`config.mk`:
```
export PLATFORM = sky130hd
export DESIGN_NAME = vseq_index_gen
export DESIGN_NICKNAME = d
export VERILOG_FILES = /design/src/rtl/vseq_pkg.sv /design/src/rtl/vseq_plan.sv /design/src/rtl/vseq_wrap.sv /design/src/rtl/vseq_index_gen.sv
export SDC_FILE = /design/constraint.sdc
export NUM_CORES = 1
export LEC_CHECK = 0
export BUFFER_PORTS_ARGS = -buffer_cell sky130_fd_sc_hd__buf_2
export CORE_MARGIN = 4
export CORE_UTILIZATION = 36
export CTS_CLUSTER_DIAMETER = 60
export DETAILED_ROUTE_END_ITERATION = 8
export HOLD_SLACK_MARGIN = 0.02
export PLACE_DENSITY_LB_ADDON = 0.15
export SYNTH_ARGS = -nofsm -noshare
export SYNTH_HDL_FRONTEND = slang
export SYNTH_SLANG_ARGS = --single-unit
```
`constraint.sdc`:
```
create_clock -name clk -period 1.81 [get_ports clk]
set_clock_uncertainty 0.15 [all_clocks]
set_input_delay 0.2715 -clock clk [delete_from_list [all_inputs] [get_ports clk]]
set_output_delay 0.2715 -clock clk [all_outputs]
set_load 0.03 [all_outputs]
```
`src/rtl/vseq_pkg.sv`:
```
package vseq_pkg;
  typedef enum logic [1:0] {
    MODE_SCALAR = 2'd0,
    MODE_MIXED  = 2'd1,
    MODE_VECTOR = 2'd2
  } vseq_mode_e;

  localparam int LANE_RD = 0;
  localparam int LANE_RN = 1;
  localparam int LANE_RM = 2;
  localparam int LANES   = 3;
endpackage

```
`src/rtl/vseq_plan.sv`:
```
module vseq_plan #(
  parameter int IDX_W     = 5,
  parameter int VLEN_W    = 3,
  parameter int STRIDE_W  = 2,
  parameter int SGL_OFF_W = 3,
  parameter int DBL_OFF_W = 2,
  localparam int STEP_W   = STRIDE_W + 1
) (
  input  logic                   dbl,
  input  logic                   force_scalar,
  input  logic [VLEN_W-1:0]      vlen,
  input  logic [STRIDE_W-1:0]    stride,
  input  logic [IDX_W-1:0]       rd,
  input  logic [IDX_W-1:0]       rm,
  output vseq_pkg::vseq_mode_e   mode,
  output logic [VLEN_W-1:0]      count,
  output logic [STEP_W-1:0]      dstep,
  output logic [STEP_W-1:0]      mstep
);
  import vseq_pkg::*;

  localparam logic [IDX_W-1:0] BANK_S = IDX_W'(3 << SGL_OFF_W);
  localparam logic [IDX_W-1:0] BANK_D = IDX_W'(3 << DBL_OFF_W);

  logic [IDX_W-1:0] bank;
  logic             rd_zero;
  logic             rm_zero;

  always_comb begin
    bank    = dbl ? BANK_D : BANK_S;
    rd_zero = (rd & bank) == '0;
    rm_zero = (rm & bank) == '0;
    if (dbl) dstep = STEP_W'(stride >> 1) + STEP_W'(1);
    else     dstep = STEP_W'(stride) + STEP_W'(1);

    if (force_scalar || rd_zero) mode = MODE_SCALAR;
    else if (rm_zero)            mode = MODE_MIXED;
    else                         mode = MODE_VECTOR;

    count = (mode == MODE_SCALAR) ? '0 : vlen;
    mstep = (mode == MODE_VECTOR) ? dstep : '0;
  end
endmodule

```
`src/rtl/vseq_wrap.sv`:
```
module vseq_wrap #(
  parameter int IDX_W     = 5,
  parameter int STEP_W    = 3,
  parameter int SGL_OFF_W = 3,
  parameter int DBL_OFF_W = 2
) (
  input  logic              dbl,
  input  logic [IDX_W-1:0]  cur,
  input  logic [STEP_W-1:0] step,
  output logic [IDX_W-1:0]  nxt
);
  localparam logic [IDX_W-1:0] OFF_S = IDX_W'((1 << SGL_OFF_W) - 1);
  localparam logic [IDX_W-1:0] OFF_D = IDX_W'((1 << DBL_OFF_W) - 1);

  logic [IDX_W-1:0] off;
  logic [IDX_W-1:0] sum;

  always_comb begin
    off = dbl ? OFF_D : OFF_S;
    sum = cur + IDX_W'(step);
    nxt = (cur & ~off) | (sum & off);
  end
endmodule

```
`src/rtl/vseq_index_gen.sv`:
```
module vseq_index_gen #(
  parameter int IDX_W     = 5,
  parameter int VLEN_W    = 3,
  parameter int STRIDE_W  = 2,
  parameter int SGL_OFF_W = 3,
  parameter int DBL_OFF_W = 2
) (
  input  logic                clk,
  input  logic                rst,
  input  logic                start_i,
  input  logic                dbl_i,
  input  logic                force_scalar_i,
  input  logic [VLEN_W-1:0]   vlen_i,
  input  logic [STRIDE_W-1:0] stride_i,
  input  logic [IDX_W-1:0]    rd_i,
  input  logic [IDX_W-1:0]    rn_i,
  input  logic [IDX_W-1:0]    rm_i,
  output logic                busy_o,
  output logic                valid_o,
  output logic                last_o,
  output logic [IDX_W-1:0]    rd_o,
  output logic [IDX_W-1:0]    rn_o,
  output logic [IDX_W-1:0]    rm_o
);
  import vseq_pkg::*;

  localparam int STEP_W = STRIDE_W + 1;
  localparam logic [IDX_W-1:0] BANK_S = IDX_W'(3 << SGL_OFF_W);
  localparam logic [IDX_W-1:0] BANK_D = IDX_W'(3 << DBL_OFF_W);

  vseq_mode_e        plan_mode;
  logic [VLEN_W-1:0] plan_count;
  logic [STEP_W-1:0] plan_dstep;
  logic [STEP_W-1:0] plan_mstep;

  vseq_mode_e        mode_q;
  logic [VLEN_W-1:0] remain_q;
  logic [STEP_W-1:0] dstep_q;
  logic [STEP_W-1:0] mstep_q;
  logic              dbl_q;
  logic              valid_q;
  logic              last_q;
  logic [IDX_W-1:0]  cur_q     [LANES];
  logic [IDX_W-1:0]  nxt       [LANES];
  logic [IDX_W-1:0]  init_idx  [LANES];
  logic [STEP_W-1:0] lane_step [LANES];
  logic              accept;

  vseq_plan #(
    .IDX_W(IDX_W), .VLEN_W(VLEN_W), .STRIDE_W(STRIDE_W),
    .SGL_OFF_W(SGL_OFF_W), .DBL_OFF_W(DBL_OFF_W)
  ) u_plan (
    .dbl(dbl_i), .force_scalar(force_scalar_i), .vlen(vlen_i),
    .stride(stride_i), .rd(rd_i), .rm(rm_i),
    .mode(plan_mode), .count(plan_count),
    .dstep(plan_dstep), .mstep(plan_mstep)
  );

  assign init_idx[LANE_RD]  = rd_i;
  assign init_idx[LANE_RN]  = rn_i;
  assign init_idx[LANE_RM]  = rm_i;
  assign lane_step[LANE_RD] = dstep_q;
  assign lane_step[LANE_RN] = dstep_q;
  assign lane_step[LANE_RM] = mstep_q;

  assign accept = start_i && !valid_q;

  for (genvar g = 0; g < LANES; g++) begin : g_lane
    vseq_wrap #(
      .IDX_W(IDX_W), .STEP_W(STEP_W),
      .SGL_OFF_W(SGL_OFF_W), .DBL_OFF_W(DBL_OFF_W)
    ) u_wrap (
      .dbl(dbl_q), .cur(cur_q[g]), .step(lane_step[g]), .nxt(nxt[g])
    );

    always_ff @(posedge clk) begin
      if (rst)                      cur_q[g] <= '0;
      else if (accept)              cur_q[g] <= init_idx[g];
      else if (valid_q && !last_q)  cur_q[g] <= nxt[g];
    end
  end

  always_ff @(posedge clk) begin
    if (rst) begin
      valid_q  <= 1'b0;
      last_q   <= 1'b0;
      remain_q <= '0;
      dstep_q  <= '0;
      mstep_q  <= '0;
      dbl_q    <= 1'b0;
      mode_q   <= MODE_SCALAR;
    end else if (accept) begin
      valid_q  <= 1'b1;
      last_q   <= (plan_count == '0);
      remain_q <= plan_count;
      dstep_q  <= plan_dstep;
      mstep_q  <= plan_mstep;
      dbl_q    <= dbl_i;
      mode_q   <= plan_mode;
    end else if (valid_q) begin
      if (last_q) begin
        valid_q <= 1'b0;
        last_q  <= 1'b0;
      end else begin
        remain_q <= remain_q - VLEN_W'(1);
        last_q   <= (remain_q == VLEN_W'(1));
      end
    end
  end

  assign busy_o  = valid_q;
  assign valid_o = valid_q;
  assign last_o  = last_q;
  assign rd_o    = cur_q[LANE_RD];
  assign rn_o    = cur_q[LANE_RN];
  assign rm_o    = cur_q[LANE_RM];

  logic [IDX_W-1:0] bank_q;
  assign bank_q = dbl_q ? BANK_D : BANK_S;


  last_needs_valid_chk: assert property (@(posedge clk) disable iff (rst)
    last_o |-> valid_o);


  seq_continues_chk: assert property (@(posedge clk) disable iff (rst)
    (valid_o && !last_o) |=> valid_o);


  bank_zero_single_chk: assert property (@(posedge clk) disable iff (rst)
    (start_i && !busy_o && ((rd_i & (dbl_i ? BANK_D : BANK_S)) == '0)) |=> (valid_o && last_o));


  mixed_rm_fixed_chk: assert property (@(posedge clk) disable iff (rst)
    (valid_o && !last_o && mode_q == MODE_MIXED) |=> $stable(rm_o));


  rd_stays_in_bank_chk: assert property (@(posedge clk) disable iff (rst)
    (valid_o && !last_o) |=> ((rd_o & bank_q) == ($past(rd_o) & $past(bank_q))));
endmodule

```
==> impl_results.md <==
- Row count: 22
- Hold crit path type: in2reg
- Syn_nets: 162
- RSZ-0062 raised after global routing: yes
- Vias per cell: 4.946
- Via Count: 1093
- Placed insts: 216
- Worst-margin pin slew: 553.0 ps
- 1st-iter DRT viols: 44
- Sink Count: 27
- Smallest hold slack: 107.0 ps
- Final Max Tran Viols: 0
- Worst Setup End Kind: flip-flop
- Commonest non-fill, non-tap cell in the layout: buf_2
- Worst-Skew Late Latency: 280 ps
- Final ANT Viol Nets: 0
- WP data arrival: 1730 ps
- Post-synth ARST share: 0
- Primary FF master, synth: edfxtp_1
- #FFs+latches synth: 27
- Critical path class: reg2reg
- Detailed Routing Iterations Pass 1: 4
- Gr usage total: 0.1340
- Post-layout min period: 1841 ps
- Peak VDD IR: 478.0 uV
- Busiest grt layer: met2
- I/O pin cnt: 43
- CTS buffer count: 3
- Die ar.: 0.004963 mm^2
- Vias in the first global route: 1148
- Final Hold Fails: 0
- Layout cell share with drive strength beyond 1: 0.4046
- Netlist cell types: 34
- Mapped Avg Cell Area: 10.97 um^2
- Sequential-to-total area share from yosys stat: 0.4920
- Commonest non-fill, non-tap cells in the layout: buf_2 (42), edfxtp_1 (15), a21oi_1 (14)
- Lkg Pwr: 0.7614 nW
- Clock slew seen by the registers of the worst setup and hold paths: 100 ps
- First-pass GRT wire length: 5278 um
- Power density over cell area: 829.9 mW/mm^2
- Clock Path Buffers: 2
- Ys Warns: 0
- Violated checks: setup timing
- Die extent in y: 70.45 um
- Routed WL: 3089 um
- N_diodes: 0
- Synthesized area: 0.001404 mm^2
- Initial Util: 0.3778
- Crit Path Max Fanout: 2
- Max-Cap Viols: 0
- CTS tree: built
- GPL Wtd Cong: 0.7779
- Final Setup Violations: 3
- Total power: 1.469 mW
- Worst Path Required: 1700 ps
- Startpoint types: flip-flop
- CTS root buf: clkbuf_8
- Worst path bufs/invs: 0
- Core ar.: 0.003716 mm^2
- Crit-path slowest cell: edfxtp_1
- Post-detailed-route DRC marker count: 0
- Syn-to-layout area delta: 26.11%
- Die width: 70.45 um
- Critical path's top delay family: adder cells
- Setup slack at placement: -53.23 ps
- Mapped Cells: 128
- Final HPWL DP: 2394 um
- Biggest cell delay along the critical path: 400 ps
- Max_slew headroom: 0.6310
- Final period util: 1.017
- Fill cells: 367
- Hold Buf Count CTS: 0
- GRT met3 Usage: 0.04173
- Initial antenna violation count: 0
- Fin nets: 208
- Met1 Usage GRT: 0.1610
- Final Non-Filler Cells: 221
- Status: complete, but fails checks
- Congestion Overflow GR: 0
- H-tree levels: 1
- Met2 usage: 0.2349
- Post-synth EDFFs: 15
- WL per Instance: 13.98 um
- Largest net degree at the start of global routing: 17
- Final worst-path setup slack: -31.14 ps
- CP Cell Sequence: ha_2 -> fa_2 -> xnor2_2 -> nor2_1 -> xor2_1 -> a22o_1
- Max Clk Rate: 0.5431 GHz
- IO buf count: 42
[sequential cells by signal, summed over array words and instances, names as in the netlist, named ones only]
| signal | flops |
|---|---|
| remain_q | 3 |
| mstep_q | 3 |
| busy_o | 1 |
| dstep_q | 3 |
| last_o | 1 |
| cur_q | 13 |
| dbl_q | 1 |
[Yosys cell counts, types with 2 or more instances]
| master | number | area, um^2 |
|---|---|---|
| inv_1 | 4 | 15.01 |
| nor3_1 | 2 | 10.01 |
| a22o_1 | 8 | 70.07 |
| clkbuf_1 | 3 | 11.26 |
| a211oi_1 | 3 | 22.52 |
| nand3_1 | 2 | 10.01 |
| buf_2 | 3 | 15.01 |
| ha_1 | 6 | 75.07 |
| nand3b_1 | 2 | 15.01 |
| o21ai_0 | 2 | 10.01 |
| mux2i_1 | 2 | 20.02 |
| dfxtp_1 | 12 | 240.2 |
| fa_1 | 3 | 60.06 |
| nor2_1 | 7 | 26.28 |
| a21oi_1 | 14 | 70.07 |
| xnor2_1 | 6 | 52.55 |
| nand2_1 | 10 | 37.54 |
| and2_1 | 6 | 37.54 |
| nand2b_1 | 3 | 18.77 |
| edfxtp_1 | 15 | 450.4 |
| or3_2 | 2 | 15.01 |
[repair_timing]
item / in CTS / in global routing
pin swaps: 1 / 0
endpoints found under the hold margin: 0 / 0
setup buffers: 1 / 0
gates resized for setup: 0 / 4
setup endpoints to repair: 1 / 14
[worst min-delay path: cells and delay by family]
family	cells	cell delay [ps]
buf+inv	1	100
simple gates	1	60
compound gates	1	60
[power breakdown]
part	internal (mW)	total (mW)	switching [mW]	leakage, nW
sequential	0.708	0.746	0.0384	0.263
clock	0.156	0.355	0.198	0.0217
combinational	0.151	0.368	0.218	0.477
total	1.01	1.47	0.455	0.761
[path summary, 6_finish.rpt]
kind	from	end	slack, ps	cells past startpoint
max	cur_q[2][0]	cur_q[2][2]	-30	6
min	vlen_i[1]	remain_q[1]	110	3
max reg2reg	cur_q[2][0]	cur_q[2][2]	-30	6
min reg2reg	mstep_q[0]	mstep_q[0]	330	2
[stage by stage]
step,utilization,setup TNS [ps],instance area [um^2]
6_report,0.4764,-43.77,1770
5_1_grt,0.4764,-259.6,1770
4_1_cts,0.4697,-39.33,1745
3_5_place_dp,0.4545,-53.23,1689
3_3_place_gp,0.4545,-6.211,1689
2_1_floorplan,-,-447.7,1419
[metal layers]
| layer | share of wire | up-vias |
|---|---|---|
| li1 | - | 546 |
| met1 | 0.43 | 516 |
| met2 | 0.50 | 29 |
| met3 | 0.064 | 2 |
| met4 | 0.0062 | 0 |
| met5 | 0 | - |
[layout make-up]
class | instances | area [um^2] | area share
Clock buffer | 3 | 41.29 | 0.02332
Clock inverter | 1 | 7.507 | 0.004240
Inverter | 4 | 15.01 | 0.008481
Multi-Input combinational cell | 89 | 693.2 | 0.3915
Sequential cell | 27 | 690.7 | 0.3901
Tap cell | 48 | 60.06 | 0.03392
Timing Repair Buffer | 49 | 262.8 | 0.1484
[cells by family (layout without fill, tap and decap cells)]
group	Yosys count	count (layout)	synth area share
simple gates	38	38	0.1426
compound gates	31	31	0.1497
flops	27	27	0.4920
buf+inv	12	57	0.04278
fa+ha+maj	9	9	0.09626
xor+xnor	7	7	0.04367
mux	4	4	0.03297
Note: power is estimated with default switching activity, not from simulation.
